### src/rtl/bpred_tagged.sv
module bpred_tagged #(
  parameter int ENTRIES = 16,
  parameter int ADDR_W  = 32
) (
  input  logic              clk,
  input  logic              rst_n,
  input  logic              lk_valid,
  input  logic [ADDR_W-1:0] lk_addr,
  output logic              lk_taken,
  input  logic              up_valid,
  input  logic [ADDR_W-1:0] up_addr,
  input  logic              up_taken
);
  localparam int IDX_W = (ENTRIES > 1) ? $clog2(ENTRIES) : 1;
  localparam logic [IDX_W-1:0] LAST = IDX_W'(ENTRIES - 1);

  logic [ENTRIES-1:0] valid;
  logic [ADDR_W-1:0]  tags [ENTRIES];
  logic [1:0]         ctrs [ENTRIES];
  logic [IDX_W-1:0]   rr_ptr;

  logic             lk_hit, up_hit, free_any;
  logic [IDX_W-1:0] lk_idx, up_idx, free_idx, alloc_idx;

  always_comb begin
    lk_hit = 1'b0; lk_idx = '0;
    up_hit = 1'b0; up_idx = '0;
    free_any = 1'b0; free_idx = '0;
    for (int i = ENTRIES - 1; i >= 0; i--) begin
      if (valid[i] && tags[i] == lk_addr) begin
        lk_hit = 1'b1; lk_idx = IDX_W'(i);
      end
      if (valid[i] && tags[i] == up_addr) begin
        up_hit = 1'b1; up_idx = IDX_W'(i);
      end
      if (!valid[i]) begin
        free_any = 1'b1; free_idx = IDX_W'(i);
      end
    end
  end

  assign alloc_idx = free_any ? free_idx : rr_ptr;
  assign lk_taken  = lk_hit ? ctrs[lk_idx][1] : 1'b1;

  function automatic logic [1:0] step_ctr(input logic [1:0] c, input logic t);
    if (t) return (c == 2'd3) ? c : c + 2'd1;
    else   return (c == 2'd0) ? c : c - 2'd1;
  endfunction

  logic up_alloc, lk_alloc, do_alloc;
  assign up_alloc = up_valid && !up_hit;
  assign lk_alloc = lk_valid && !lk_hit && !up_alloc;
  assign do_alloc = up_alloc || lk_alloc;

  always_ff @(posedge clk) begin
    if (!rst_n) begin
      valid  <= '0;
      rr_ptr <= '0;
    end else begin
      if (up_valid && up_hit)
        ctrs[up_idx] <= step_ctr(ctrs[up_idx], up_taken);
      if (do_alloc) begin
        valid[alloc_idx] <= 1'b1;
        tags[alloc_idx]  <= up_alloc ? up_addr : lk_addr;
        ctrs[alloc_idx]  <= up_alloc ? (up_taken ? 2'd3 : 2'd1) : 2'd2;
        if (!free_any)
          rr_ptr <= (rr_ptr == LAST) ? '0 : rr_ptr + 1'b1;
      end
    end
  end
endmodule


### config.mk
export PLATFORM = sky130hd
export DESIGN_NAME = bpred_tagged
export DESIGN_NICKNAME = d
export VERILOG_FILES = /design/src/rtl/bpred_tagged.sv
export SDC_FILE = /design/constraint.sdc
export NUM_CORES = 1
export LEC_CHECK = 0
export BUFFER_PORTS_ARGS = -buffer_cell sky130_fd_sc_hd__buf_2
export CORE_MARGIN = 5
export CORE_UTILIZATION = 50
export CTS_CLUSTER_DIAMETER = 60
export DETAILED_ROUTE_END_ITERATION = 8
export PLACE_DENSITY = 0.66
export SLEW_MARGIN = 20
export SYNTH_ARGS = -nofsm -noshare
export SYNTH_HDL_FRONTEND = slang
export SYNTH_SLANG_ARGS = --single-unit
### constraint.sdc
create_clock -name clk -period 6.6 [get_ports clk]
set_clock_uncertainty 0.05 [all_clocks]
set_input_delay 1.32 -clock clk [delete_from_list [all_inputs] [get_ports clk]]
set_output_delay 1.32 -clock clk [all_outputs]
set_load 0.03 [all_outputs]
-- Word-level counts from Yosys, hierarchy flattened
Memory sizes are Yosys's and may differ from the RTL's.
Cells that the tools add are included.
- magnitude comparators: 2
- equal/unequal tests: 34
- mux-type cells: 115
- $add $sub $neg: 3
- bitwise gates (word level): 2
- reductions and logical operators: 43
- operators by type and width (operator ; count):
    32-bit == test ; 32
    4-bit 2-to-1 mux ; 50
    1-bit 2-to-1 mux ; 56
    1-bit logical AND ; 37
    32-bit 2-to-1 mux ; 1
    16-bit bitwise OR ; 1
    2-bit 2-to-1 mux ; 7
    4-bit by 5-bit < comparator with 1-bit output (second input constant) ; 1
    4-bit by 1-bit adder with 4-bit output (second input constant) ; 1
    1-bit demux with 4-bit select ; 1
    4-bit == test (second input constant) ; 1
    4-bit by 1-bit greater-or-equal comparator with 1-bit output (second input constant) ; 1
    1-bit logical NOT ; 3
    2-bit by 1-bit adder with 2-bit output (second input constant) ; 1
    2-bit == test (second input constant) ; 1
    2-bit logical NOT ; 1
    2-bit AND reduction ; 1
    2-bit by 1-bit subtractor with 2-bit output (second input constant) ; 1
    1-bit logical OR ; 1
    1-bit NOT ; 1
- memories: 2
- register bits after elaboration: 20
- RAM bits: 544
- output and inout port bits: 1
- memory list (memory ; depth ; bits a word ; read ports ; clocked after Yosys merged registers in ; wr ports ; RTL line ; text):
    tags ; 16 ; 32 ; 16 ; 0 ; 1 ; 18 ; logic [ADDR_W-1:0] tags [ENTRIES];
    ctrs ; 16 ; 2 ; 2 ; 0 ; 2 ; 19 ; logic [1:0] ctrs [ENTRIES];

-- Depth between registers and ports, before layout
- depth after elaboration: 26
- gate-level depth with buffers: 18

-- Worst setup path after synthesis
No wires, ideal clock.
- path type: input port to output port
- start: input port lk_addr[18]
- end: output port lk_taken
- data arrival time: 5.260 ns
- stages: 13
- setup slack: -0.030 ns
- path through: clkbuf_1 > clkbuf_1 > xnor2_1 > nand2_1 > or3b_2 > nor4b_1 > nand3_1 > or4_1 > a21boi_0 > o21ai_0 > mux2i_1 > a211oi_1 > nor4b_1
- cells in the longest elaborated chain, start to end: 20
- elaborated cells between the ends (all ways): 66
- those cells by class: eq/ne: 16; mux: 33; reduce/logical: 16; memory: 1
- ends and longest elaborated chain (what ; RTL line ; text):
    from (decl) ; 8 ; input logic [ADDR_W-1:0] lk_addr,
    32-bit == test ; 30 ; if (valid[i] && tags[i] == lk_addr) begin
    1-bit logical AND ; 30 ;
    4-bit 2-to-1 mux (16 in series) ; 30 ;
    memory read 16 x 2 bit ; - ;
    1-bit 2-to-1 mux (*) ; 43 ; assign lk_taken = lk_hit ? ctrs[lk_idx][1] : 1'b1;
    to (decl) ; 9 ; output logic lk_taken,
Every way passes the cells marked *; elsewhere a longest branch is shown, timed or not.

-- Worst setup path after layout
- start: input port lk_addr[2]
- end: output port lk_taken
The elaborated chain is that of the path after synthesis.

==> flow_metrics.tcl <==
set metrics [dict create \
    ys_ff_latch 564 \
    drtAntennaViolNets 0 \
    stdcell_count 3939 \
    cts_hold_buf 0 \
    fin_setup_tns_ns 0 \
    relSlewSlack 0.3823 \
    cp-start-kind "primary input" \
    pin_count 70 \
    gp_congestion 1.041 \
    synth_area_leader_cell "edfxtp_1" \
    area_delta_synth_final_pct 17.94 \
    clk_latency_ns 0.63 \
    dp_hpwl_mm 112.8 \
    finalHoldViolCount 0 \
    tightest_slew_ns 0.9264 \
    synth_edf_count 544 \
    fin_crit_ns 6.501 \
    start_util 0.5026 \
    critPathArrivalTime_ns 5.13 \
    num_rows 93 \
    via_per_inst 6.737 \
    max_cap_violations 0 \
    clock_path_buffers 3 \
    drcViolationCount 0 \
    postCtsSetupRepairBufs 0 \
    grt_overflow 0 \
    p_leak_uw 0.01339 \
    place_inst 3801 \
    ys_types 65 \
    stdcell_area_sq_um 38070 \
    portBuffers 69 \
    antenna_found_initial 16 \
    dpl-instance-area_sq_um 35750 \
    vias 26540 \
    report.final.slew_viol_count 0 \
    clockRootBuffer "clkbuf_16" \
    endpoint_kind "output pin" \
    crit_required_ns 5.23 \
    cts.sinks 564 \
    drt-pass1-iter-count 6 \
    synth-seq-area-share 0.5185 \
    die_h_microns 264.1 \
    synth_cells 2738 \
    die_width_microns 264.1 \
    drive_gt1_frac 0.1696 \
    syn_area_per_cell_sq_um 11.79 \
    wirelength_mm 158.1 \
    wire_per_inst_microns 40.13 \
    synthTopCellsByCount "xor2_1, edfxtp_1, xnor2_1, nor4_1, nand2_1" \
    grt_pass1_vias 25690 \
    yosysMostFrequentCell "xor2_1" \
    track_usage 0.4372 \
    syn_area_sq_um 32280 \
    fmax_ghz 0.1538 \
    core_sq_um 64230 \
    synth-warning-count 0 \
    synth-async-reset-ratio 0 \
    setup.worst_path.class "primary input to output pin" \
    worstPathMaxFanout 6 \
    outcome "complete, no violations" \
    synth_top_area_share 0.5061 \
    syn_nets 2808 \
    setup_viol 0 \
    hold_slack_ns 0.4901 \
    hp-class "flop to flop" \
    p_per_area_nw_per_um2 244.5 \
    clkSlewWorstSetupHoldPaths_ns 0.06 \
    finalNetCount 3087 \
    post-route-period-util 0.9849 \
    numCtsBuffers 69 \
    grt_max_degree 43 \
    synth_area_leaders "edfxtp_1, xor2_1, xnor2_1" \
    tritoncts "yes" \
    drtIter0Drc 4676 \
    synthFlopType "edfxtp_1" \
    htreeDepth 3 \
    grt_first_pass_wirelength_mm 210.6 \
    die-area_sq_um 69740 \
    ir_drop_mv 0.2385 \
]
-- layout by cell type, fill, tap and decap left out, types with 6 or more instances in the layout --
cell / count
clkinvlp_4: 6
xor2_1: 684
or3b_2: 6
nor2_1: 29
or4_1: 16
mux2_2: 24
nor4_1: 212
nand4b_1: 12
buf_12: 43
a21o_1: 8
nand2_1: 196
nor4b_1: 9
clkbuf_16: 71
o21ai_0: 29
diode_2: 12
buf_4: 243
nand3_1: 53
nor2b_1: 13
clkinv_2: 14
nand4_1: 143
xnor2_1: 336
clkinv_1: 13
or2_2: 6
dfxtp_1: 20
buf_2: 67
a21oi_1: 11
inv_1: 33
mux2i_1: 31
edfxtp_1: 544
nor3_1: 63
o22ai_1: 6
and3_1: 11
or3_1: 8
nand2b_1: 8
-- per-stage QoR --
step	worst slack, ns	utilization	power [uW]
5_1_grt	-0.02721	0.5922	9447
4_1_cts	0.08524	0.5914	9237
3_3_place_gp	-0.1440	0.5565	5466
6_report	0.09944	0.5927	9308
2_1_floorplan	0.3737	-	4782
3_5_place_dp	-0.08208	0.5565	5470
-- final timing paths --
check	startpoint	end	slack [ns]	cells after the start
worst min-delay path	rr_ptr[3]	rr_ptr[3]	0.49	2
worst max register to register	tags[15][31]	ctrs[1][1]	1.07	13
worst min register to register	rr_ptr[3]	rr_ptr[3]	0.49	2
worst max-delay path	lk_addr[2]	lk_taken	0.1	17
-- cells by family after synthesis --
kind of cell | synth area share
flops | 0.5185
buf+inv | 0.02516
compound gates | 0.02244
simple gates | 0.1379
fa+ha+maj | 0.001046
mux | 0.01799
xor+xnor | 0.2770
-- final cells by class --
cell class / count / area, sq um
Sequential cell: 564 / 16740
Clock inverter: 48 / 421.7
Multi-Input combinational cell: 1994 / 14830
Clock buffer: 78 / 1817
Inverter: 33 / 123.9
Timing Repair Buffer: 355 / 3039
Fill cell: 5306 / 26160
Antenna cell: 12 / 30.03
Tap cell: 855 / 1070
-- registers in the layout, indices dropped and copies added (netlist names) --
signal,flops
rr_ptr,4
ctrs,32
tags,512
valid,16
-- what timing repair did --
action | in CTS | in global routing
setup endpoints to repair | 1 | 1
pin swaps | 0 | 1
gates resized for setup | 2 | 14
-- critical path, cell delays in order --
cell	delay, ns
buf_2	0.34
xor2_1	0.22
nor4_1	0.27
nand3_1	0.17
or4_1	0.54
o21ai_1	0.28
buf_4	0.17
a21oi_1	0.09
o21ai_1	0.22
a21oi_1	0.10
o21ai_0	0.23
nand2_2	0.17
a21o_1	0.25
a2111oi_2	0.36
buf_4	0.17
nor4b_2	0.04
buf_4	0.18
-- power breakdown --
group          internal, uW  switching [uW]
Clock                  2200            1630
Sequential             4040            60.5
Combinational           411             970
Total                  6640            2660
-- routing by layer --
metal  share of wire  routed length (microns)  track usage  vias up
li1                -                        -            -    10460
met1            0.36                    56200       0.5637    13010
met2            0.42                    66680       0.6447     2442
met3            0.14                    22540       0.1379      621
met4           0.080                    12590       0.2678        6
met5         0.00023                       37            0        -
(Power assumes the default switching activity.)
